<file path="src/rtl/scm_pkg.sv">
package scm_pkg;
  typedef enum logic [2:0] {
    S_IDLE,
    S_SH_LO,
    S_SH_HI,
    S_LOAD,
    S_RD_LO,
    S_RD_HI
  } scm_state_e;
endpackage

</file>
<file path="src/rtl/scm_pacer.sv">
// Half-period tick generator for the chain clock.
module scm_pacer #(
  parameter int HALF_DIV = 4
) (
  input  logic clk,
  input  logic rst,
  input  logic run,
  output logic tick
);
  localparam int PW = $clog2(HALF_DIV) + 1;
  localparam logic [PW-1:0] LAST = PW'(HALF_DIV - 1);

  logic [PW-1:0] cnt;

  assign tick = run && (cnt == LAST);

  always_ff @(posedge clk) begin
    if (rst || !run) cnt <= '0;
    else if (tick)   cnt <= '0;
    else             cnt <= cnt + 1'b1;
  end
endmodule

</file>
<file path="src/rtl/scm_out_shifter.sv">
// Shadow output word and the MSB-first serialiser.
module scm_out_shifter #(
  parameter int W = 64
) (
  input  logic         clk,
  input  logic         rst,
  input  logic         load_en,
  input  logic         upd,
  input  logic [W-1:0] wr_data,
  input  logic         shift_en,
  output logic         serial_out
);
  logic [W-1:0] shadow;
  logic [W-1:0] sreg;

  assign serial_out = sreg[W-1];

  always_ff @(posedge clk) begin
    if (rst) begin
      shadow <= '0;
      sreg   <= '0;
    end else if (load_en) begin
      if (upd) shadow <= wr_data;
      sreg <= upd ? wr_data : shadow;
    end else if (shift_en) begin
      sreg <= {sreg[W-2:0], 1'b0};
    end
  end
endmodule

</file>
<file path="src/rtl/scm_in_collector.sv">
// Deserialiser for returned input bits; first sample ends in the MSB.
module scm_in_collector #(
  parameter int W = 16
) (
  input  logic         clk,
  input  logic         rst,
  input  logic         sample_en,
  input  logic         serial_in,
  input  logic         commit,
  output logic [W-1:0] result
);
  logic [W-1:0] sreg;

  always_ff @(posedge clk) begin
    if (rst) begin
      sreg   <= '0;
      result <= '0;
    end else begin
      if (sample_en) sreg   <= {sreg[W-2:0], serial_in};
      if (commit)    result <= sreg;
    end
  end
endmodule

</file>
<file path="src/rtl/shift_chain_master.sv">
module shift_chain_master
  import scm_pkg::*;
#(
  parameter int OUT_BITS = 64,
  parameter int IN_BITS  = 16,
  parameter int HALF_DIV = 4
) (
  input  logic                clk,
  input  logic                rst,
  input  logic                start,
  input  logic                upd,
  input  logic [OUT_BITS-1:0] wr_data,
  output logic                busy,
  output logic                done,
  output logic [IN_BITS-1:0]  in_data,
  output logic                chain_clk,
  output logic                chain_load,
  output logic                chain_dout,
  input  logic                chain_din
);
  localparam int MAXB = (OUT_BITS > IN_BITS) ? OUT_BITS : IN_BITS;
  localparam int CW   = $clog2(MAXB) + 1;
  localparam logic [CW-1:0] OUT_LAST = CW'(OUT_BITS - 1);
  localparam logic [CW-1:0] IN_LAST  = CW'(IN_BITS - 1);

  scm_state_e    state;
  logic [CW-1:0] bitcnt;
  logic          ld_half;
  logic          tick;
  logic          accept;
  logic          shift_en;
  logic          sample_en;
  logic          commit;

  assign accept    = start && (state == S_IDLE);
  assign shift_en  = tick && (state == S_SH_HI);
  assign sample_en = tick && (state == S_RD_LO);
  assign commit    = tick && (state == S_RD_HI) && (bitcnt == IN_LAST);

  scm_pacer #(.HALF_DIV(HALF_DIV)) u_pacer (
    .clk  (clk),
    .rst  (rst),
    .run  (state != S_IDLE),
    .tick (tick)
  );

  scm_out_shifter #(.W(OUT_BITS)) u_out (
    .clk        (clk),
    .rst        (rst),
    .load_en    (accept),
    .upd        (upd),
    .wr_data    (wr_data),
    .shift_en   (shift_en),
    .serial_out (chain_dout)
  );

  scm_in_collector #(.W(IN_BITS)) u_in (
    .clk       (clk),
    .rst       (rst),
    .sample_en (sample_en),
    .serial_in (chain_din),
    .commit    (commit),
    .result    (in_data)
  );

  always_ff @(posedge clk) begin
    if (rst) begin
      state      <= S_IDLE;
      bitcnt     <= '0;
      ld_half    <= 1'b0;
      chain_clk  <= 1'b0;
      chain_load <= 1'b1;
      busy       <= 1'b0;
      done       <= 1'b0;
    end else begin
      done <= 1'b0;
      case (state)
        S_IDLE: begin
          if (start) begin
            state  <= S_SH_LO;
            busy   <= 1'b1;
            bitcnt <= '0;
          end
        end
        S_SH_LO: begin
          if (tick) begin
            chain_clk <= 1'b1;
            state     <= S_SH_HI;
          end
        end
        S_SH_HI: begin
          if (tick) begin
            chain_clk <= 1'b0;
            if (bitcnt == OUT_LAST) begin
              bitcnt     <= '0;
              chain_load <= 1'b0;
              ld_half    <= 1'b0;
              state      <= S_LOAD;
            end else begin
              bitcnt <= bitcnt + 1'b1;
              state  <= S_SH_LO;
            end
          end
        end
        S_LOAD: begin
          if (tick) begin
            if (!ld_half) begin
              ld_half <= 1'b1;
            end else begin
              chain_load <= 1'b1;
              state      <= S_RD_LO;
            end
          end
        end
        S_RD_LO: begin
          if (tick) begin
            chain_clk <= 1'b1;
            state     <= S_RD_HI;
          end
        end
        S_RD_HI: begin
          if (tick) begin
            chain_clk <= 1'b0;
            if (bitcnt == IN_LAST) begin
              state <= S_IDLE;
              busy  <= 1'b0;
              done  <= 1'b1;
            end else begin
              bitcnt <= bitcnt + 1'b1;
              state  <= S_RD_LO;
            end
          end
        end
        default: state <= S_IDLE;
      endcase
    end
  end
endmodule

</file>
<file path="config.mk">
export PLATFORM = sky130hd
export DESIGN_NAME = shift_chain_master
export DESIGN_NICKNAME = d
export VERILOG_FILES = /design/src/rtl/scm_pkg.sv /design/src/rtl/scm_pacer.sv /design/src/rtl/scm_out_shifter.sv /design/src/rtl/scm_in_collector.sv /design/src/rtl/shift_chain_master.sv
export SDC_FILE = /design/constraint.sdc
export NUM_CORES = 1
export LEC_CHECK = 0
export BUFFER_PORTS_ARGS = -buffer_cell sky130_fd_sc_hd__buf_2
export CAP_MARGIN = 0
export CELL_PAD_IN_SITES_DETAIL_PLACEMENT = 2
export CELL_PAD_IN_SITES_GLOBAL_PLACEMENT = 2
export CORE_UTILIZATION = 25
export CTS_CLUSTER_DIAMETER = 50
export DETAILED_ROUTE_END_ITERATION = 8
export MAX_ROUTING_LAYER = met4
export PLACE_DENSITY = 0.59
export RECOVER_POWER = 25
export SYNTH_ARGS = -nofsm -noshare
export SYNTH_HDL_FRONTEND = slang
export SYNTH_SLANG_ARGS = --single-unit
</file>
<file path="constraint.sdc">
create_clock -name clk -period 2.15 [get_ports clk]
set_input_delay 0.1075 -clock clk [delete_from_list [all_inputs] [get_ports clk]]
set_output_delay 0.1075 -clock clk [all_outputs]
set_load 0.02 [all_outputs]
</file>
==> flow_summary.ini, run 1 <==
[route]
finalWirelength_um = 21000
drc_errors = 0
dr.first_iter.drc_count = 245
viasPerCell = 4.81
drt_pre_antenna_iters = 4
vias = 6459
detail-route-antenna-nets = 0
post_drt_wl_per_cell_um = 15.7

[synth]
synth_seq_cells = 178
netlist_instances = 876
synth_top_cells_by_count = dfxtp_1 (178), nand2_1 (166), nor2_1 (93)
synthesis_warning_total = 0
netlist.area_leader.share_pct = 47.3
portion_of_the_post_synthesis_area_used_by_sequential_elements_pct = 47.3
syn_nets = 948
synth_area_per_cell_um2 = 8.60
ys_types = 40
ys.flop_type = dfxtp_1
area_of_the_mapped_netlist_um2 = 7530
post-synth-top-count-cell = dfxtp_1
synth-edff-count = 0
yosys.area.top_type = dfxtp_1
synth_async_sr_flop_share_pct = 0
synth.top_cells.by_area = dfxtp_1 (47%), mux2i_1 (11%), nand2_1 (8.3%), o211ai_1 (6.3%), a21oi_1 (6.0%)

[cells_and_area]
multiInputGateArea_um2 = 3640
drive_above_1_share_pct = 14.3
seqCellArea_um2 = 3560
areaGrowthSynthToFinish_pct = 21.2
postLayoutCoreUtil_pct = 30.8
num-fill-cells = 3394
finish.net_count = 1011

[worst_setup_path]
cp-start-kind = register
timing.critical_path.to_type = register
timing.critical_path.arrival_ps = 2360
worst_r2r_path_depth = 7
timing.critical_path.required_ps = 2510
cp_max_fo = 28
critPathKind = reg2reg

[floorplan]
floorplan.rows = 63
io-pin-count = 90
initial_core_util_pct = 25.4
fp.dieW_um = 176
placeableCoreArea_um2 = 29600
die_area_um2 = 30800
die_h_um = 176

[global_route]
grt_pass1_vias = 6921
grt_remaining_overflow = 0
grt_usage_pct = 14.7
grt_max_degree = 54
grt_first_pass_wirelength_um = 35500
antenna_found_initial = 1

[clock_network]
clk_pin_slew_ps = 80
cts_setup_buffers = 0
clock_sink_count = 178
cts_tree = done
clock_insertion_delay_at_the_later_pin_of_the_skew_report_ps = 440
cts_root_buf = clkbuf_16
cts_max_level = 4
clock_tree.buffer_depth = 2
cts_made_buffers = 17

[timing]
setup_viol = 0
timing.clock.skew_ps = 12.6
period_needed_ps = 2000
timing.final.max_slew_violations = 0
slew_headroom_pct = 52.4
layout_worst_path_cycle_share_pct = 92.9
worst-slew-pin-transition_ps = 705
final_hold_vios = 0
totalNegativeSetupSlack_ps = 0
max_clock_freq_ghz = 0.500
grt_setup_unrepaired = false

[flow_run]
cap_violations = 0

[power_and_ir_drop]
peakVddDrop_uv = 526
design_power_total_w = 0.00769
power_density_nw_per_um2 = 842
cellLeakagePower_nw = 3.48

[worst_hold_path]
min_path_cells = 2
type_of_the_most_critical_hold_path = in2reg

[place]
portBuffers = 89
hpwlAfterDp_um = 13500
finalWeightedCongestion = 0.680

[status]
outcome = completed
==> final cells by class <==
| type | instances | area share [%] |
|---|---|---|
| inverter | 4 | 0.164 |
| clock inverter | 14 | 1.89 |
| timing repair buffer | 120 | 8.93 |
| tap | 390 | 5.34 |
| antenna | 1 | 0.0274 |
| clock buffer | 18 | 4.81 |
| multi-input combinational | 618 | 39.8 |
| sequential | 178 | 39.0 |
==> critical path: stages, from the launching register on <==
cell and delay [ps]:
dfxtp_1 340, ha_1 160, ha_2 250, mux2_2 230, and2_2 220, buf_4 330, o211ai_1 190, a21oi_1 190
==> metrics by stage <==
stage,std cells,hold WS (ps),cell area (µm²),worst slack [ps]
floorplan,876,243,7530,117
global placement,1307,355,8520,112
detailed placement,1307,357,8520,57.0
CTS,1342,21.6,9160,28.1
global route,1343,47.2,9130,33.6
finish,1343,35.7,9130,152
==> worst paths after layout <==
kind	from	end	slack, ps
setup / recovery	u_pacer.cnt[0]	u_out.sreg[22]	150
hold / removal	rst	u_out.sreg[0]	40
setup reg to reg	u_pacer.cnt[0]	u_out.sreg[22]	150
hold reg to reg	u_pacer.cnt[0]	u_pacer.cnt[0]	430
==> registers in the layout (all words and copies together), names as in the netlist <==
signal / count
state: 3
u_in.result: 16
u_out.sreg: 64
ld_half: 1
done: 1
u_out.shadow: 64
u_in.sreg: 16
chain_load: 1
busy: 1
chain_clk: 1
bitcnt: 7
u_pacer.cnt: 3
==> kinds of logic (layout without fill, tap and decap cells) <==
logic type	after synthesis	after routing	share of synthesized area, %
buffers and inverters	80	156	4.57
adder cells (fa/ha/maj)	3	3	0.498
multiplexers	84	84	11.2
AO/OA/AOI/OAI	208	208	17.6
AND/OR/NAND/NOR	323	323	18.8
other	0	1	0
flip-flops	178	178	47.3
==> per-layer routing <==
metal | wire [µm] | part of all wire, % | GRT usage, %
met2 | 9900 | 47 | 24.0
met5 | 0 | 0 | -
met4 | 261 | 1.2 | 4.60
met3 | 636 | 3.0 | 2.79
met1 | 10200 | 49 | 18.1
==> cell usage in the layout, fill, tap and decap left out, types with 2 or more instances in the layout <==
cell type / n
a211oi_1: 36
a21o_1: 2
a21oi_1: 90
a22oi_1: 2
and3_1: 2
buf_12: 12
buf_2: 66
buf_4: 16
bufinv_16: 2
clkbuf_1: 21
clkbuf_16: 17
clkinv_4: 2
clkinvlp_4: 3
dfxtp_1: 178
dlygate4sd3_1: 3
ha_1: 2
inv_1: 4
inv_6: 2
inv_8: 3
mux2_2: 2
mux2i_1: 82
nand2_1: 165
nand3_1: 11
nand3b_1: 5
nor2_1: 93
nor2b_1: 2
nor3_1: 4
nor3b_1: 29
nor4_1: 2
o211ai_1: 63
o21ai_0: 6
o21bai_1: 2
o311ai_0: 2
or4_1: 2
==> repair_timing <==
item                                   in CTS  in global routing
hold buffers                                3                  0
endpoints found under the hold margin       3                  0
gates resized for setup                     0                  2
setup endpoints to repair                   0                 28
==> where the power goes <==
group / total, W / internal (W) / leakage (nW) / switching, W
Sequential: 0.00356 / 0.00347 / 1.45 / 0.0000901
Clock: 0.00328 / 0.00179 / 0.292 / 0.00149
Combinational: 0.000845 / 0.000350 / 1.73 / 0.000495
Total: 0.00769 / 0.00561 / 3.48 / 0.00208
Note: power is estimated with default switching activity, not from simulation.
==> run 2: changes to the inputs <==
--- a/config.mk
+++ b/config.mk
@@ -15,3 +15,3 @@
 export MAX_ROUTING_LAYER = met4
-export PLACE_DENSITY = 0.59
+export PLACE_DENSITY = 0.57
 export RECOVER_POWER = 25
==> constraint.sdc (replaced) <==
create_clock -name clk -period 2.1 [get_ports clk]
set_input_delay 0.105 -clock clk [delete_from_list [all_inputs] [get_ports clk]]
set_output_delay 0.105 -clock clk [all_outputs]
set_load 0.005 [all_outputs]
==> run 2 against run 1 <==
Clock-buffer cell count is the same. Die area is the same. Clock skew is essentially flat. Via count shrank 0.57%. Register-to-register slack lost 40 ps. Sequential power grew 3%. Global-route usage shrank 0.17 points. Clock power is essentially flat. Combinational power shrank 0.5%. First-iteration DRC count shrank 12%.
==> flow_summary.ini, run 2 (synthesis results as in run 1) <==
[clock_network]
cts_setup_buffers = 0
clock_insertion_delay_at_the_later_pin_of_the_skew_report_ps = 440
clock_sink_count = 178
clock_tree.buffer_depth = 2
cts_made_buffers = 17
cts_tree = done
cts_root_buf = clkbuf_16
cts_max_level = 4
clk_pin_slew_ps = 80

[timing]
setup_viol = 0
worst-slew-pin-transition_ps = 588
setup_ws_ps = 116
timing.final.max_slew_violations = 0
period_needed_ps = 1980
max_clock_freq_ghz = 0.504
layout_worst_path_cycle_share_pct = 94.5
timing.clock.skew_ps = 12.9
slew_headroom_pct = 60.3
final_hold_vios = 0

[route]
drc_errors = 0
vias = 6422
viasPerCell = 4.76
post_drt_wl_per_cell_um = 15.6
detail-route-antenna-nets = 0
drt_pre_antenna_iters = 4
dr.first_iter.drc_count = 216
finalWirelength_um = 21000

[power_and_ir_drop]
share_seq_of_total_power_pct = 46.8
switching_share_pct = 27.6
peakVddDrop_uv = 357
p_sw_w = 0.00215
cellLeakagePower_nw = 3.51
internal_power_w = 0.00564
design_power_total_w = 0.00778
power_density_nw_per_um2 = 855
clkPwrFrac_pct = 42.3
p_comb_share_pct = 10.8

[floorplan]
placeableCoreArea_um2 = 29600
fp.dieW_um = 176
io-pin-count = 90
die_h_um = 176
initial_core_util_pct = 25.4
floorplan.rows = 63
die_area_um2 = 30800

[status]
outcome = completed

[worst_setup_path]
timing.critical_path.to_type = register
timing.critical_path.required_ps = 2400
cp-start-kind = register
cp_max_fo = 17
timing.critical_path.arrival_ps = 2290
critPathKind = reg2reg

[cells_and_area]
drive_above_1_share_pct = 15.1
most_common_cell_after_layout_fill_and_taps_aside = dfxtp_1
layout.cells.most_common_list = dfxtp_1 (178), nand2_1 (165), nor2_1 (93)
areaGrowthSynthToFinish_pct = 20.9
num-fill-cells = 3405
finish.net_count = 1013
layout_top_registers = u_out.shadow x64, u_out.sreg x64

[global_route]
grt_max_degree = 67
antenna_found_initial = 5
grt_pass1_vias = 6860
grt_first_pass_wirelength_um = 35100
grt_usage_pct = 14.5
grt_remaining_overflow = 0

[place]
portBuffers = 89
post-place-ws_ps = 110
finalWeightedCongestion = 0.680
hpwlAfterDp_um = 13700

[worst_hold_path]
type_of_the_most_critical_hold_path = in2reg

[flow_run]
cap_violations = 0
==> run 2: cell count changes in the layout (fill, tap and decap cells not counted), moves of 3 or more <==
cell / before / now
clkinvlp_4: 3 / 0
buf_2: 66 / 74
buf_12: 12 / 8
inv_6: 2 / 5
clkbuf_1: 21 / 14
diode_2: 1 / 5
==> run 2: critical path, stage by stage, from the launching register on <==
cell     delay [ps]
dfxtp_1         340
ha_1            150
ha_2            210
and4b_1         210
or4b_1          510
buf_12          200
mux2i_1         170
nor2_1           60
==> run 2: final timing paths <==
check            startpoint          endpoint  slack, ps  depth (start not counted)
min             wr_data[20]  u_out.shadow[20]         80                          3
max          u_pacer.cnt[0]    u_in.result[8]        120                          7
max reg2reg  u_pacer.cnt[0]    u_in.result[8]        120                          7
min reg2reg  u_pacer.cnt[0]    u_pacer.cnt[0]        420                          1
==> run 2: metal layers <==
metal  global-route usage, %  share of wire [%]  vias to the layer above
met5                       -                  0                        -
met4                    3.48               0.79                        0
met3                    3.66                3.9                       12
met2                    24.0                 47                       71
met1                    17.6                 48                     3137
li1                        -                  -                     3202
==> run 2: metrics by stage <==
step                hold WS, ps  util (%)  instances  setup TNS [ps]  instance area [µm²]
finish                     81.3      30.7       1349               0                 9110
global route               86.5      30.7       1349           -15.3                 9110
CTS                        62.0      30.8       1344               0                 9140
detailed placement          357      28.7       1308               0                 8500
global placement            350      28.7       1308               0                 8500
floorplan                   241         -        876               0                 7530
==> run 2: power by group through the flow <==
stage	Combinational [W]	Sequential, W	Clock [W]
6_report	0.000841	0.00365	0.00330
5_1_grt	0.000959	0.00367	0.00357
4_1_cts	0.000886	0.00365	0.00345
3_5_place_dp	0.000875	0.00373	0
3_3_place_gp	0.000859	0.00372	0
2_1_floorplan	0.000586	0.00370	0
==> run 2: repair_timing <==
| action | CTS | global route |
|---|---|---|
| hold endpoints to repair | 13 | 0 |
| hold buffers | 4 | 0 |
| endpoints found under the setup margin | 0 | 7 |
| gates resized for setup | 0 | 1 |
==> run 2: layout make-up <==
| cell class | count | area, µm² | share of cell area [%] |
|---|---|---|---|
| Inverter | 4 | 15.0 | 0.165 |
| Timing Repair Buffer | 122 | 790 | 8.67 |
| Tap cell | 390 | 488 | 5.36 |
| Sequential cell | 178 | 3560 | 39.1 |
| Clock buffer | 18 | 439 | 4.82 |
| Antenna cell | 5 | 12.5 | 0.137 |
| Clock inverter | 14 | 161 | 1.77 |
| Multi-Input combinational cell | 618 | 3640 | 40.0 |
==> run 3: changes to the inputs <==
CORE_UTILIZATION = 35   (was 25)
PLACE_DENSITY = 0.76   (was 0.57)
clock period = 2 ns   (was 2.1 ns; I/O delays follow)
==> run 3 against run 2 <==
Global-route usage grew 5.3 points. Sequential power rose by 5%. Clock skew is 4.5 ps lower. Clock-buffer cell count decreased by 1. Sequential share of layout area up 0.42 points. Routed wire length down 2.2%. Core utilization grew 12 points. Non-clock buffer count rose by 1. Register-to-register slack worse by 30 ps. Setup slack got worse by 25 ps. Worst hold slack got worse by 1.8 ps. Cell area is 1.0% lower. Critical path type unchanged. Critical endpoint is now u_in.result[13]. Highest routed layer unchanged.
==> flow_summary.ini, run 3 (synthesis results as in run 1) <==
[timing]
layout_worst_path_cycle_share_pct = 95.5
worst-slew-pin-transition_ps = 640
timing.final.max_slew_violations = 0
period_needed_ps = 1910
timing.clock.skew_ps = 8.43
slew_headroom_pct = 56.8
setup_viol = 0
grt_setup_unrepaired = false
totalNegativeSetupSlack_ps = 0
max_clock_freq_ghz = 0.524
final_hold_vios = 0
final.hold.worst_slack_ps = 79.5

[floorplan]
die_h_um = 149
io-pin-count = 90
fp.dieW_um = 149
floorplan.rows = 53
die_area_um2 = 22100
placeableCoreArea_um2 = 21100
initial_core_util_pct = 35.7

[worst_setup_path]
cp_cell_sequence = ha_2 -> ha_4 -> and4b_1 -> or4b_4 -> buf_12 -> mux2i_1 -> nor2_1
timing.critical_path.to_type = register
critPathMaxStageDelay_ps = 490
startpoint = u_pacer.cnt[0]
timing.critical_path.required_ps = 2300
crit_path_top_delay_cell = or4b_4
timing.critical_path.arrival_ps = 2210
timing.rr.start = u_pacer.cnt[0]
cp-start-kind = register
cp_max_fo = 17
critPathKind = reg2reg

[route]
drt_pre_antenna_iters = 5
viasPerCell = 5.21
finalWirelength_um = 20500
post_drt_wl_per_cell_um = 16.7
drc_errors = 0
detail-route-antenna-nets = 0
vias = 6415
dr.first_iter.drc_count = 174

[clock_network]
clk_pin_slew_ps = 70
clock_tree.buffer_depth = 2
cts_max_level = 4
cts_tree = done
cts_root_buf = clkbuf_16
clock_insertion_delay_at_the_later_pin_of_the_skew_report_ps = 430
clock_sink_count = 178
cts_made_buffers = 17

[power_and_ir_drop]
cellLeakagePower_nw = 3.53
p_sw_w = 0.00218
switching_share_pct = 27.1
p_comb_share_pct = 11.3
share_seq_of_total_power_pct = 47.7
peakVddDrop_uv = 611
internal_power_w = 0.00586
power_density_nw_per_um2 = 892
clkPwrFrac_pct = 41.0

[flow_run]
cap_violations = 0

[cells_and_area]
layout_top_registers = u_out.shadow x64, u_out.sreg x64
design_area_um2 = 9010
most_common_cell_after_layout_fill_and_taps_aside = dfxtp_1
finish.net_count = 1014
layout.cells.most_common_list = dfxtp_1 (177), nand2_1 (165), nor2_1 (92)
areaGrowthSynthToFinish_pct = 19.6
drive_above_1_share_pct = 16.0

[status]
outcome = completed

[global_route]
grt_max_degree = 110
grt_pass1_vias = 6746
grt_remaining_overflow = 0
grt_usage_pct = 19.8
grt_first_pass_wirelength_um = 33700
antenna_found_initial = 0

[worst_hold_path]
type_of_the_most_critical_hold_path = in2reg
min-delay-start = wr_data[7]

[place]
finalWeightedCongestion = 0.726
hpwlAfterDp_um = 13300
placed_cell_area_um2 = 8400
portBuffers = 89
==> run 3: timing repair <==
item                       4_1_cts  5_1_grt
hold buffers                     3        0
pin swaps                        0        1
hold endpoints to repair         3        0
resized for setup                1        4
setup endpoints to repair        6       29
buffers inserted                 0        1
==> run 3: cell type report <==
cell class                      instances  area [µm²]
Multi-Input combinational cell        618        3660
Clock inverter                         15         148
Inverter                                4        15.0
Fill cell                            2365       12100
Sequential cell                       178        3560
Antenna cell                            1        2.50
Tap cell                              275         344
Clock buffer                           17         425
Timing Repair Buffer                  123         857
==> run 3: metrics by stage <==
step	total power, W	utilization, %	cells	worst slack (ps)
after floorplan	0.00450	-	876	2.32
after global placement	0.00478	39.8	1194	78.1
after detailed placement	0.00483	39.8	1194	28.5
after CTS	0.00818	42.7	1229	23.7
after global routing	0.00843	42.7	1230	8.24
final	0.00804	42.7	1231	90.7
==> run 3: power groups by stage <==
| stage | clock [W] | sequential, W | combinational [W] |
|---|---|---|---|
| after global routing | 0.00355 | 0.00386 | 0.00102 |
| final | 0.00330 | 0.00384 | 0.000907 |
| after detailed placement | 0 | 0.00392 | 0.000911 |
| after global placement | 0 | 0.00390 | 0.000878 |
| after floorplan | 0 | 0.00389 | 0.000615 |
| after CTS | 0.00341 | 0.00384 | 0.000928 |
==> run 3: worst paths after layout <==
kind	cells after the start	slack [ps]	end
hold / removal	3	80	u_out.shadow[7]
setup reg to reg	7	90	u_in.result[13]
setup / recovery	7	90	u_in.result[13]
hold reg to reg	1	420	u_pacer.cnt[0]
==> run 3: per-layer routing <==
layer | up-vias | wire (µm) | global-route usage, %
met3 | 16 | 465 | 3.07
met1 | 3119 | 9440 | 23.6
met5 | - | 0 | -
li1 | 3209 | - | -
met2 | 71 | 10400 | 34.2
met4 | 0 | 218 | 5.67
==> run 3: critical path: cells and delay by family, from the launching register on <==
family / cells / cell delay (ps)
AND/OR/NAND/NOR: 3 / 760
adder cells (fa/ha/maj): 2 / 330
flip-flops: 1 / 340
buffers and inverters: 1 / 180
multiplexers: 1 / 170
